`src/rtl/cwd_pkg.sv`:
```
package cwd_pkg;
  typedef struct packed {
    logic [4:0] size_code;
    logic [6:0] rsvd_hi;
    logic [3:0] hold;
    logic [3:0] setup;
    logic [4:0] strobe;
    logic       wide;
    logic       rsvd5;
    logic [1:0] space;
    logic       slot;
    logic       wprot;
    logic       valid;
  } opt_t;

  // Gray-coded size code to log2(size)
  function automatic logic [4:0] code_to_exp(input logic [4:0] c);
    logic [4:0] b;
    b[4] = c[4];
    for (int i = 3; i >= 0; i--) b[i] = b[i+1] ^ c[i];
    return b;
  endfunction
endpackage

```
`src/rtl/cwd_regfile.sv`:
```
module cwd_regfile
  import cwd_pkg::*;
#(
  parameter int N_WIN    = 8,
  parameter int AW       = 32,
  parameter int BASE_LSB = 12,
  localparam int WIN_W   = $clog2(N_WIN),
  localparam int WA      = WIN_W + 1
) (
  input  logic                         clk_i,
  input  logic                         rst_ni,
  input  logic                         wr_en_i,
  input  logic [WA-1:0]                wr_addr_i,
  input  logic [AW-1:0]                wr_data_i,
  output logic [N_WIN-1:0][AW-1:0]     base_o,
  output opt_t [N_WIN-1:0]             opt_o
);
  logic [WIN_W-1:0] wr_win;
  assign wr_win = wr_addr_i[WA-1:1];

  for (genvar w = 0; w < N_WIN; w++) begin : g_win
    always_ff @(posedge clk_i or negedge rst_ni) begin
      if (!rst_ni) begin
        base_o[w] <= '0;
        opt_o[w]  <= '0;
      end else if (wr_en_i && wr_win == WIN_W'(w)) begin
        if (wr_addr_i[0]) opt_o[w] <= opt_t'(wr_data_i[31:0]);
        else              base_o[w] <= {wr_data_i[AW-1:BASE_LSB], BASE_LSB'(0)};
      end
    end
  end


  opt_clear_chk: assert property (@(posedge clk_i) disable iff (!rst_ni)
    (wr_en_i && wr_addr_i[0] && wr_data_i[31:0] == '0) |=> !opt_o[$past(wr_win)].valid);
endmodule

```
`src/rtl/cwd_win_match.sv`:
```
module cwd_win_match
  import cwd_pkg::*;
#(
  parameter int AW      = 32,
  parameter int MAX_EXP = 26
) (
  input  logic [AW-1:0] base_i,
  input  opt_t          opt_i,
  input  logic [AW-1:0] haddr_i,
  output logic          hit_o,
  output logic [AW-1:0] off_o
);
  logic [4:0]    exp_w;
  logic [AW-1:0] mask;
  logic          legal;

  always_comb begin
    exp_w = code_to_exp(opt_i.size_code);
    legal = (int'(exp_w) <= MAX_EXP);
    mask  = (AW'(1) << exp_w) - AW'(1);
    hit_o = opt_i.valid && legal && ((haddr_i & ~mask) == base_i);
    off_o = haddr_i - base_i;
  end
endmodule

```
`src/rtl/cwd_prio_sel.sv`:
```
module cwd_prio_sel #(
  parameter int N = 8,
  localparam int IW = $clog2(N)
) (
  input  logic          clk_i,
  input  logic          rst_ni,
  input  logic [N-1:0]  hit_vec_i,
  output logic          any_o,
  output logic [IW-1:0] idx_o
);
  always_comb begin
    idx_o = '0;
    for (int i = N - 1; i >= 0; i--)
      if (hit_vec_i[i]) idx_o = IW'(i);
    any_o = |hit_vec_i;
  end


  prio_low_chk: assert property (@(posedge clk_i) disable iff (!rst_ni)
    any_o |-> (hit_vec_i[idx_o] && ((hit_vec_i & ((N'(1) << idx_o) - N'(1))) == '0)));
endmodule

```
`src/rtl/card_win_decoder.sv`:
```
module card_win_decoder
  import cwd_pkg::*;
#(
  parameter int N_WIN    = 8,
  parameter int AW       = 32,
  parameter int BASE_LSB = 12,
  parameter int MAX_EXP  = 26,
  localparam int WIN_W   = $clog2(N_WIN),
  localparam int WA      = WIN_W + 1
) (
  input  logic             clk_i,
  input  logic             rst_ni,
  input  logic             wr_en_i,
  input  logic [WA-1:0]    wr_addr_i,
  input  logic [AW-1:0]    wr_data_i,
  input  logic             hvalid_i,
  input  logic             hwrite_i,
  input  logic [AW-1:0]    haddr_i,
  output logic             hit_o,
  output logic [WIN_W-1:0] win_idx_o,
  output logic             slot_o,
  output logic [1:0]       space_o,
  output logic             wide_o,
  output logic             wprot_o,
  output logic [4:0]       strobe_o,
  output logic [3:0]       setup_o,
  output logic [3:0]       hold_o,
  output logic [AW-1:0]    card_addr_o,
  output logic             viol_o,
  output logic             card_we_o
);
  logic [N_WIN-1:0][AW-1:0] base_q;
  opt_t [N_WIN-1:0]         opt_q;
  logic [N_WIN-1:0]         hit_vec;
  logic [N_WIN-1:0][AW-1:0] off_w;
  logic                     any_hit;
  logic [WIN_W-1:0]         sel_idx;
  opt_t                     sel_opt;
  logic                     wr_acc;

  cwd_regfile #(.N_WIN(N_WIN), .AW(AW), .BASE_LSB(BASE_LSB)) u_regs (
    .clk_i, .rst_ni, .wr_en_i, .wr_addr_i, .wr_data_i,
    .base_o(base_q), .opt_o(opt_q)
  );

  for (genvar w = 0; w < N_WIN; w++) begin : g_match
    cwd_win_match #(.AW(AW), .MAX_EXP(MAX_EXP)) u_match (
      .base_i(base_q[w]), .opt_i(opt_q[w]), .haddr_i,
      .hit_o(hit_vec[w]), .off_o(off_w[w])
    );
  end

  cwd_prio_sel #(.N(N_WIN)) u_prio (
    .clk_i, .rst_ni, .hit_vec_i(hit_vec), .any_o(any_hit), .idx_o(sel_idx)
  );

  always_comb begin
    hit_o   = hvalid_i && any_hit;
    sel_opt = hit_o ? opt_q[sel_idx] : '0;
    win_idx_o   = hit_o ? sel_idx : '0;
    card_addr_o = hit_o ? off_w[sel_idx] : '0;
    slot_o   = sel_opt.slot;
    space_o  = sel_opt.space;
    wide_o   = sel_opt.wide;
    wprot_o  = sel_opt.wprot;
    strobe_o = sel_opt.strobe;
    setup_o  = sel_opt.setup;
    hold_o   = sel_opt.hold;
    wr_acc    = hit_o && hwrite_i;
    viol_o    = wr_acc && sel_opt.wprot;
    card_we_o = wr_acc && !sel_opt.wprot;
  end


  we_viol_excl_chk: assert property (@(posedge clk_i) disable iff (!rst_ni)
    !(viol_o && card_we_o));

  idle_quiet_chk: assert property (@(posedge clk_i) disable iff (!rst_ni)
    !hvalid_i |-> (!hit_o && !viol_o && !card_we_o));

  off_bound_chk: assert property (@(posedge clk_i) disable iff (!rst_ni)
    hit_o |-> ((card_addr_o >> code_to_exp(opt_q[win_idx_o].size_code)) == '0));
endmodule

```
`config.mk`:
```
export PLATFORM = sky130hd
export DESIGN_NAME = card_win_decoder
export DESIGN_NICKNAME = d
export VERILOG_FILES = /design/src/rtl/cwd_pkg.sv /design/src/rtl/cwd_regfile.sv /design/src/rtl/cwd_win_match.sv /design/src/rtl/cwd_prio_sel.sv /design/src/rtl/card_win_decoder.sv
export SDC_FILE = /design/constraint.sdc
export NUM_CORES = 1
export LEC_CHECK = 0
export ABC_AREA = 1
export BUFFER_PORTS_ARGS = -buffer_cell sky130_fd_sc_hd__buf_4
export CAP_MARGIN = 20
export CORE_AREA = 2 2 340 342
export DETAILED_ROUTE_END_ITERATION = 10
export DIE_AREA = 0 0 342 344
export PLACE_DENSITY_LB_ADDON = 0.15
export SYNTH_ARGS = -nofsm -noshare
export SYNTH_HDL_FRONTEND = slang
export SYNTH_SLANG_ARGS = --single-unit
```
`constraint.sdc`:
```
create_clock -name clk_i -period 14.9 [get_ports clk_i]
set_input_delay 0.745 -clock clk_i [delete_from_list [all_inputs] [get_ports clk_i]]
set_output_delay 0.745 -clock clk_i [all_outputs]
set_load 0.005 [all_outputs]
```
Yosys cells after proc, flatten, opt, wreduce, memory -nomap -nowiden
Index checks and enable logic that the tools add are counted.
{ "word_totals": {"reg_bits": 416, "inputBits": 73, "out_inout_bits": 56, "wordCells": 255} }
{ "classes": {"n_addsub": 16, "order_cmp": 9, "n_eq_ne": 15, "shift": 8, "muxes": 15, "bitwise_logic": 49, "reduce_logical": 47} }
{ "op_table": {"columns": ["cell", "count"], "rows": [
  ["$and A32 B32 Y32", 8],
  ["$eq A32 B32 Y1", 8],
  ["$not A32 Y32", 8],
  ["$shl A1 B5 Y32 const A", 8],
  ["$sub A32 B2 Y32 const B", 8],
  ["$sub A32 B32 Y32", 8],
  ["$bmux W32 S3", 2],
  ["$mux W32", 2],
  ["$le A5 B5 Y1 const B", 8],
  ["$mux W20", 2],
  ["$reduce_and A2 Y1", 16],
  ["$xor A1 B1 Y1", 32],
  ["$logic_and A1 B1 Y1", 28],
  ["$mux W3", 9],
  ["$eq A3 B3 Y1 const B", 4],
  ["$reduce_or A8 Y1", 1],
  ["$eq A3 B2 Y1 const B", 2],
  ["$lt A3 B4 Y1 const B", 1],
  ["$eq A3 B1 Y1 const B", 1],
  ["$logic_not A3 Y1", 1],
  ["$logic_not A1 Y1", 1],
  ["$not A1 Y1", 1]
]} }

Depth between registers and ports, before layout
{ "logic_depth": {"ltp_word": 23, "mapped_depth": 42, "depth_no_buf": 36} }

By module
A second synthesis with hierarchy kept.
{ "unflattened": {"hier_cells": 7736, "area_unflattened_um2": 48031.1} }
{ "by_module_without_submodules": {"columns": ["mod", "instances", "cells_per_inst", "area_each_um2", "seq_area_each_um2"], "rows": [
  ["cwd_regfile", 1, 1991, 17468.0, 10410.0],
  ["cwd_win_match at g_match[4].u_match ...", 3, 629, 3440.8, 0.0],
  ["cwd_win_match at g_match[0].u_match ...", 2, 628, 3388.2, 0.0],
  ["card_win_decoder", 1, 798, 3549.7, 0.0],
  ["cwd_win_match at g_match[7].u_match", 1, 600, 3299.4, 0.0],
  ["cwd_win_match at g_match[2].u_match", 1, 596, 3289.4, 0.0],
  ["cwd_win_match at g_match[3].u_match", 1, 586, 3226.8, 0.0],
  ["cwd_prio_sel", 1, 22, 98.8, 0.0]
]} }

Worst setup path after synthesis
Ideal clock, no wire load.
{ "synth_timing": {"path_type": "register to output", "startpoint": "register u_regs.opt_o[191] (netlist name)", "endpoint": "output port card_addr_o[12]", "arrival_ns": 5.297, "t_required_ns": 14.155, "setup_slack_ns": 8.858, "stages_incl_launch_ff": 37, "n_path_buf": 8, "cell_sequence": "dfrtp_1 -> inv_2 -> buf_2 -> buf_2 -> ha_1 -> ha_1 -> inv_1 -> buf_2 -> buf_2 -> ha_1 -> buf_2 -> buf_2 -> nor2_1 -> nand4_1 -> ha_1 -> nand2_1 -> nor2_1 -> or2_2 -> nand3_1 -> nor2_1 -> nor3_1 -> nand3b_1 -> nor2_1 -> nand2_1 -> nor2_1 -> nand3_1 -> nand2_1 -> nand2_1 -> nand2_1 -> nand2_1 -> nand2_2 -> nand2_1 -> buf_4 -> buf_4 -> o211ai_1 -> nand3_1 -> nand2_1"} }
{ "synth_via": {"elab_chain_cells": 19, "elab_cells_between_ends": 23, "cone_classes": "1 x add/sub; 1 x order compare; 1 x eq/ne; 1 x shift; 9 x mux; 6 x bitwise; 4 x reduce/logical"} }
{ "synth_lines": {"columns": ["element", "line_no", "text"], "rows": [
  ["start, declared", "cwd_regfile.sv:16", "output opt_t [N_WIN-1:0] opt_o"],
  ["start signal, assigned by index", "cwd_regfile.sv:27", "if (wr_addr_i[0]) opt_o[w] <= opt_t'(wr_data_i[31:0]);"],
  ["$xor A1 B1 Y1 (4 in a row)", "cwd_pkg.sv:20", "for (int i = 3; i >= 0; i--) b[i] = b[i+1] ^ c[i];"],
  ["$shl A1 B5 Y32", "cwd_win_match.sv:20", "mask = (AW'(1) << exp_w) - AW'(1);"],
  ["$sub A32 B2 Y32", "cwd_win_match.sv:20", null],
  ["$not A32 Y32", "cwd_win_match.sv:21", "hit_o = opt_i.valid && legal && ((haddr_i & ~mask) == base_i);"],
  ["$and A32 B32 Y32", "cwd_win_match.sv:21", null],
  ["$eq A32 B32 Y1", "cwd_win_match.sv:21", null],
  ["$logic_and A1 B1 Y1 *", "cwd_win_match.sv:21", null],
  ["$mux W3 (6 in a row)", "cwd_prio_sel.sv:14", "if (hit_vec_i[i]) idx_o = IW'(i);"],
  ["$bmux W32 S3", "card_win_decoder.sv:61", "card_addr_o = hit_o ? off_w[sel_idx] : '0;"],
  ["$mux W32 (not written as such)", "card_win_decoder.sv:61", null],
  ["$mux W32 *", "card_win_decoder.sv:61", null],
  ["end, declared", "card_win_decoder.sv:28", "output logic [AW-1:0] card_addr_o,"]
]} }
Mark *: on every way between the ends. The rest lies on a longest branch, timed or not. The select of a mux whose other input is x is not followed.

Final worst setup path
{ "layout_timing": {"startpoint": "register u_regs.opt_o[223] (netlist name)", "endpoint": "output port card_addr_o[28]"} }
{ "layout_via": {"elab_chain_cells": 20, "elab_cells_between_ends": 24, "cone_classes": "1 x add/sub; 1 x order compare; 1 x eq/ne; 1 x shift; 10 x mux; 6 x bitwise; 4 x reduce/logical"} }
{ "layout_lines": {"columns": ["element", "line_no"], "rows": [
  ["$xor A1 B1 Y1 (4 in a row)", "cwd_pkg.sv:20"],
  ["$shl A1 B5 Y32", "cwd_win_match.sv:20"],
  ["$sub A32 B2 Y32", "cwd_win_match.sv:20"],
  ["$not A32 Y32", "cwd_win_match.sv:21"],
  ["$and A32 B32 Y32", "cwd_win_match.sv:21"],
  ["$eq A32 B32 Y1", "cwd_win_match.sv:21"],
  ["$logic_and A1 B1 Y1 *", "cwd_win_match.sv:21"],
  ["$mux W3 (7 in a row)", "cwd_prio_sel.sv:14"],
  ["$bmux W32 S3", "card_win_decoder.sv:61"],
  ["$mux W32 (not written as such)", "card_win_decoder.sv:61"],
  ["$mux W32 *", "card_win_decoder.sv:61"]
]} }
Marked as above.

==> impl_metrics.csv <==
group,metric,value,unit
route,vias_per_cell,5.369,
synth,synthesis.instances,5268,
clocking,cts_sinks,352,
placed_design,port_buffers,127,
clocking,post_cts_resized,0,
critical_path,cp_top_family,"simple AND/OR/NAND/NOR gates",
pwr,worst_ir_drop_vdd,0.07815,mV
timing,slew_headroom,17.46,%
critical_path,timing.rr.start,"u_regs.opt_o[223]",
route,firstDrtPassIters,6,
synth,avgSynthCellArea,6.453,µm²
clocking,cts.path.max_buffers,3,
synth,synth-seq-area-share,25.91,%
floorplan,initial_utilization,29.85,%
synth,syn_area,34000,µm²
clocking,h-tree-depth,2,
grt,grt_pass1_wl,225400,µm
floorplan,chipHeight,344,µm
clocking,numCtsBuffers,47,
floorplan,io_pins,129,
final_layout,multi_input_area,21770,µm²
grt,antenna_found_initial,21,
critical_path,required,14160,ps
timing,final.setup.tns,0,ps
critical_path,crit_path_start_kind,"flip-flop",
grt,grt_usage,25.93,%
timing,finClkSkew,0,ps
clocking,hold_buffers,0,
critical_path,reg2reg_slack,13610,ps
clocking,clk_latency,640,ps
critical_path,slowest_delay,1060,ps
pwr,power.leakage,18.67,nW
floorplan,core,113900,µm²
clocking,path_clk_slew,60,ps
route,wl_per_cell,23.00,µm
flow_run,drv_cap,0,
critical_path,setup.worst_path.class,"reg -> out",
clocking,cts-root-buf,"clkbuf_16",
route,ant_nets,0,
route,drtIter0Drc,3809,
synth,yosysUniqueCellTypes,54,
clocking,cts_tree,"built",
floorplan,dieArea,117600,µm²
final_layout,final_nets,5510,
synth,ys_top_cells_by_area,"dfrtp_1 26%, nand2_1 14%, ha_1 7.9%, o21ai_0 7.7%, nand3_1 6.8%",
synth,ys_ff_latch,352,
timing,rsz0062_at_grt,"false",
floorplan,die_w,342,µm
route,wl,155600,µm
final_layout,area_growth,10.74,%
grt,grt.overflow.total,0,
grt,first_global_vias,32940,
synth,synth_nets,5565,
timing,hold_viol_final,0,
critical_path,worstPathMaxFanout,37,
placed_design,placed_cell_area,35880,µm²
floorplan,rows,124,
outcome,status,"finished clean",
pwr,power_density,157.7,nW/µm²
timing,max_freq,0.08876,GHz
critical_path,cp-end-kind,"output pin",
synth,synth_top_cell_by_area,"dfrtp_1",
final_layout,drive_above_1_share,7.106,%
synth,yosys_warnings,0,
timing,tightest_slew,1237,ps
route,post-route-drc-count,0,
grt,grt_max_degree,138,
critical_path,arrival,10520,ps
critical_path,reg2reg_depth,2,
critical_path,reg2reg_to,"u_regs.opt_o[223]",
critical_path,cpMaxStageDelayCell,"ha_1",
timing,post-route-period-util,75.61,%
placed_design,place_hpwl,108100,µm
final_layout,fin_area,37650,µm²
route,via_count,36320,
critical_path,cpMostUsedCell,"nand2_1",
placed_design,gp_congestion,0.9219,
critical_path,path_buf_inv,7,
timing,finalCriticalPeriod,11270,ps
synth,synth_edf_count,0,
timing,setup_viol,0,
clocking,post_cts_buffers,0,
final_layout,area.sequential,8808,µm²
synth,yosysTopAreaCellShare,25.91,%
final_layout,fillers,12700,
timing,finalMaxSlewViolations,0,
worst_hold_path,hold_path.class,"in -> async",
synth,async_reset_ff_share,100.0,%
synth,synth_ff_type,"dfrtp_1",
-- synth_stat cells (51+ instances only) --
library cell	n
nand2_1	1243
inv_1	531
o21ai_0	525
nor2_1	499
nand3_1	462
dfrtp_1	352
nand4_1	324
ha_1	216
a21oi_1	211
xor2_1	143
clkbuf_1	118
buf_2	105
o211ai_1	67
nor3_1	51
-- stage by stage --
stage	utilization [%]	power, mW	hold slack, ps	worst slack (ps)	cells
floorplan	-	3.823	444.4	8858	5268
global placement	31.51	4.622	459.4	4595	6673
detailed placement	31.51	4.622	467.8	4549	6673
CTS	32.99	5.913	65.67	3831	6758
global route	33.05	6.447	115.5	3024	6762
finish	33.06	5.936	95.60	3634	6765
-- cells by family after synthesis --
group | synth area share [%]
compound gates | 15.31
xor+xnor | 4.947
fa+ha+maj | 8.421
buf+inv | 10.14
flops | 25.91
simple gates | 35.27
-- worst register-to-register path, delay by kind of cell, from the launching register on --
| family | cells | cell delay (ps) |
|---|---|---|
| compound gates | 1 | 100 |
| flops | 1 | 990 |
| simple gates | 1 | 100 |
-- cell usage in the layout (no fill, tap or decap), types with 4 or more instances in the layout --
| master | netlist | routed |
|---|---|---|
| nand2_1 | 1243 | 1236 |
| inv_1 | 531 | 526 |
| o21ai_0 | 525 | 525 |
| nor2_1 | 499 | 498 |
| nand3_1 | 462 | 460 |
| dfrtp_1 | 352 | 352 |
| nand4_1 | 324 | 324 |
| ha_1 | 216 | 216 |
| a21oi_1 | 211 | 211 |
| buf_4 | 27 | 164 |
| xor2_1 | 143 | 143 |
| o211ai_1 | 67 | 67 |
| nor3_1 | 51 | 51 |
| xnor2_1 | 49 | 49 |
| clkbuf_16 | 0 | 48 |
| o21ai_1 | 44 | 44 |
| inv_2 | 38 | 43 |
| o21bai_1 | 33 | 33 |
| or2_2 | 31 | 31 |
| nand3b_1 | 25 | 25 |
| nor2_2 | 23 | 23 |
| a31oi_1 | 23 | 23 |
| a21boi_0 | 15 | 15 |
| clkbuf_8 | 0 | 14 |
| nand2_2 | 6 | 13 |
| nor4_1 | 13 | 13 |
| fa_1 | 8 | 8 |
| and2_1 | 7 | 7 |
| a21o_1 | 7 | 7 |
| clkbuf_1 | 118 | 7 |
| a41oi_1 | 5 | 5 |
| o31ai_1 | 5 | 5 |
| o21a_1 | 5 | 5 |
| nor3b_1 | 5 | 5 |
| bufinv_16 | 0 | 5 |
| clkinvlp_4 | 0 | 5 |
| diode_2 | 0 | 4 |
-- registers in the layout, summed over array words and instances, names as in the netlist --
register	cells
u_regs.base_o	160
u_regs.opt_o	192
-- worst max-delay path by stage --
| stage | startpoint | end | slack (ps) | depth (start not counted) |
|---|---|---|---|---|
| final | u_regs.opt_o[223] | card_addr_o[28] | 3630 | 33 |
| after global routing | u_regs.opt_o[223] | card_addr_o[31] | 3020 | 34 |
| after CTS | u_regs.opt_o[223] | card_addr_o[28] | 3830 | 33 |
| after detailed placement | u_regs.opt_o[223] | card_addr_o[28] | 4550 | 33 |
| after global placement | u_regs.opt_o[223] | card_addr_o[31] | 4590 | 34 |
| after floorplan | u_regs.opt_o[191] | card_addr_o[12] | 8860 | 36 |
-- routing by layer --
| metal | GRT usage, % | wire length [µm] | vias up |
|---|---|---|---|
| met5 | 0 | 97 | - |
| met4 | 8.406 | 5808 | 14 |
| met3 | 3.786 | 11530 | 219 |
| met2 | 40.46 | 67300 | 1310 |
| met1 | 36.64 | 70840 | 17220 |
| li1 | - | - | 17550 |
-- report_power, final --
part	total (mW)	switching, mW	internal, mW
Combinational	3.35	2.31	1.05
Sequential	1.32	0.171	1.15
Clock	1.26	0.509	0.750
Total	5.94	2.99	2.95
-- layout make-up --
class	instances	share of cell area (%)
diodes	4	0.02659
clock buffers	69	3.772
clock inverters	16	0.7046
inverters	571	5.693
multi-input cells	4072	57.84
flip-flops and latches	352	23.40
well taps	1512	5.025
repair buffers	169	3.543
Power figures use the tool's default switching activity.
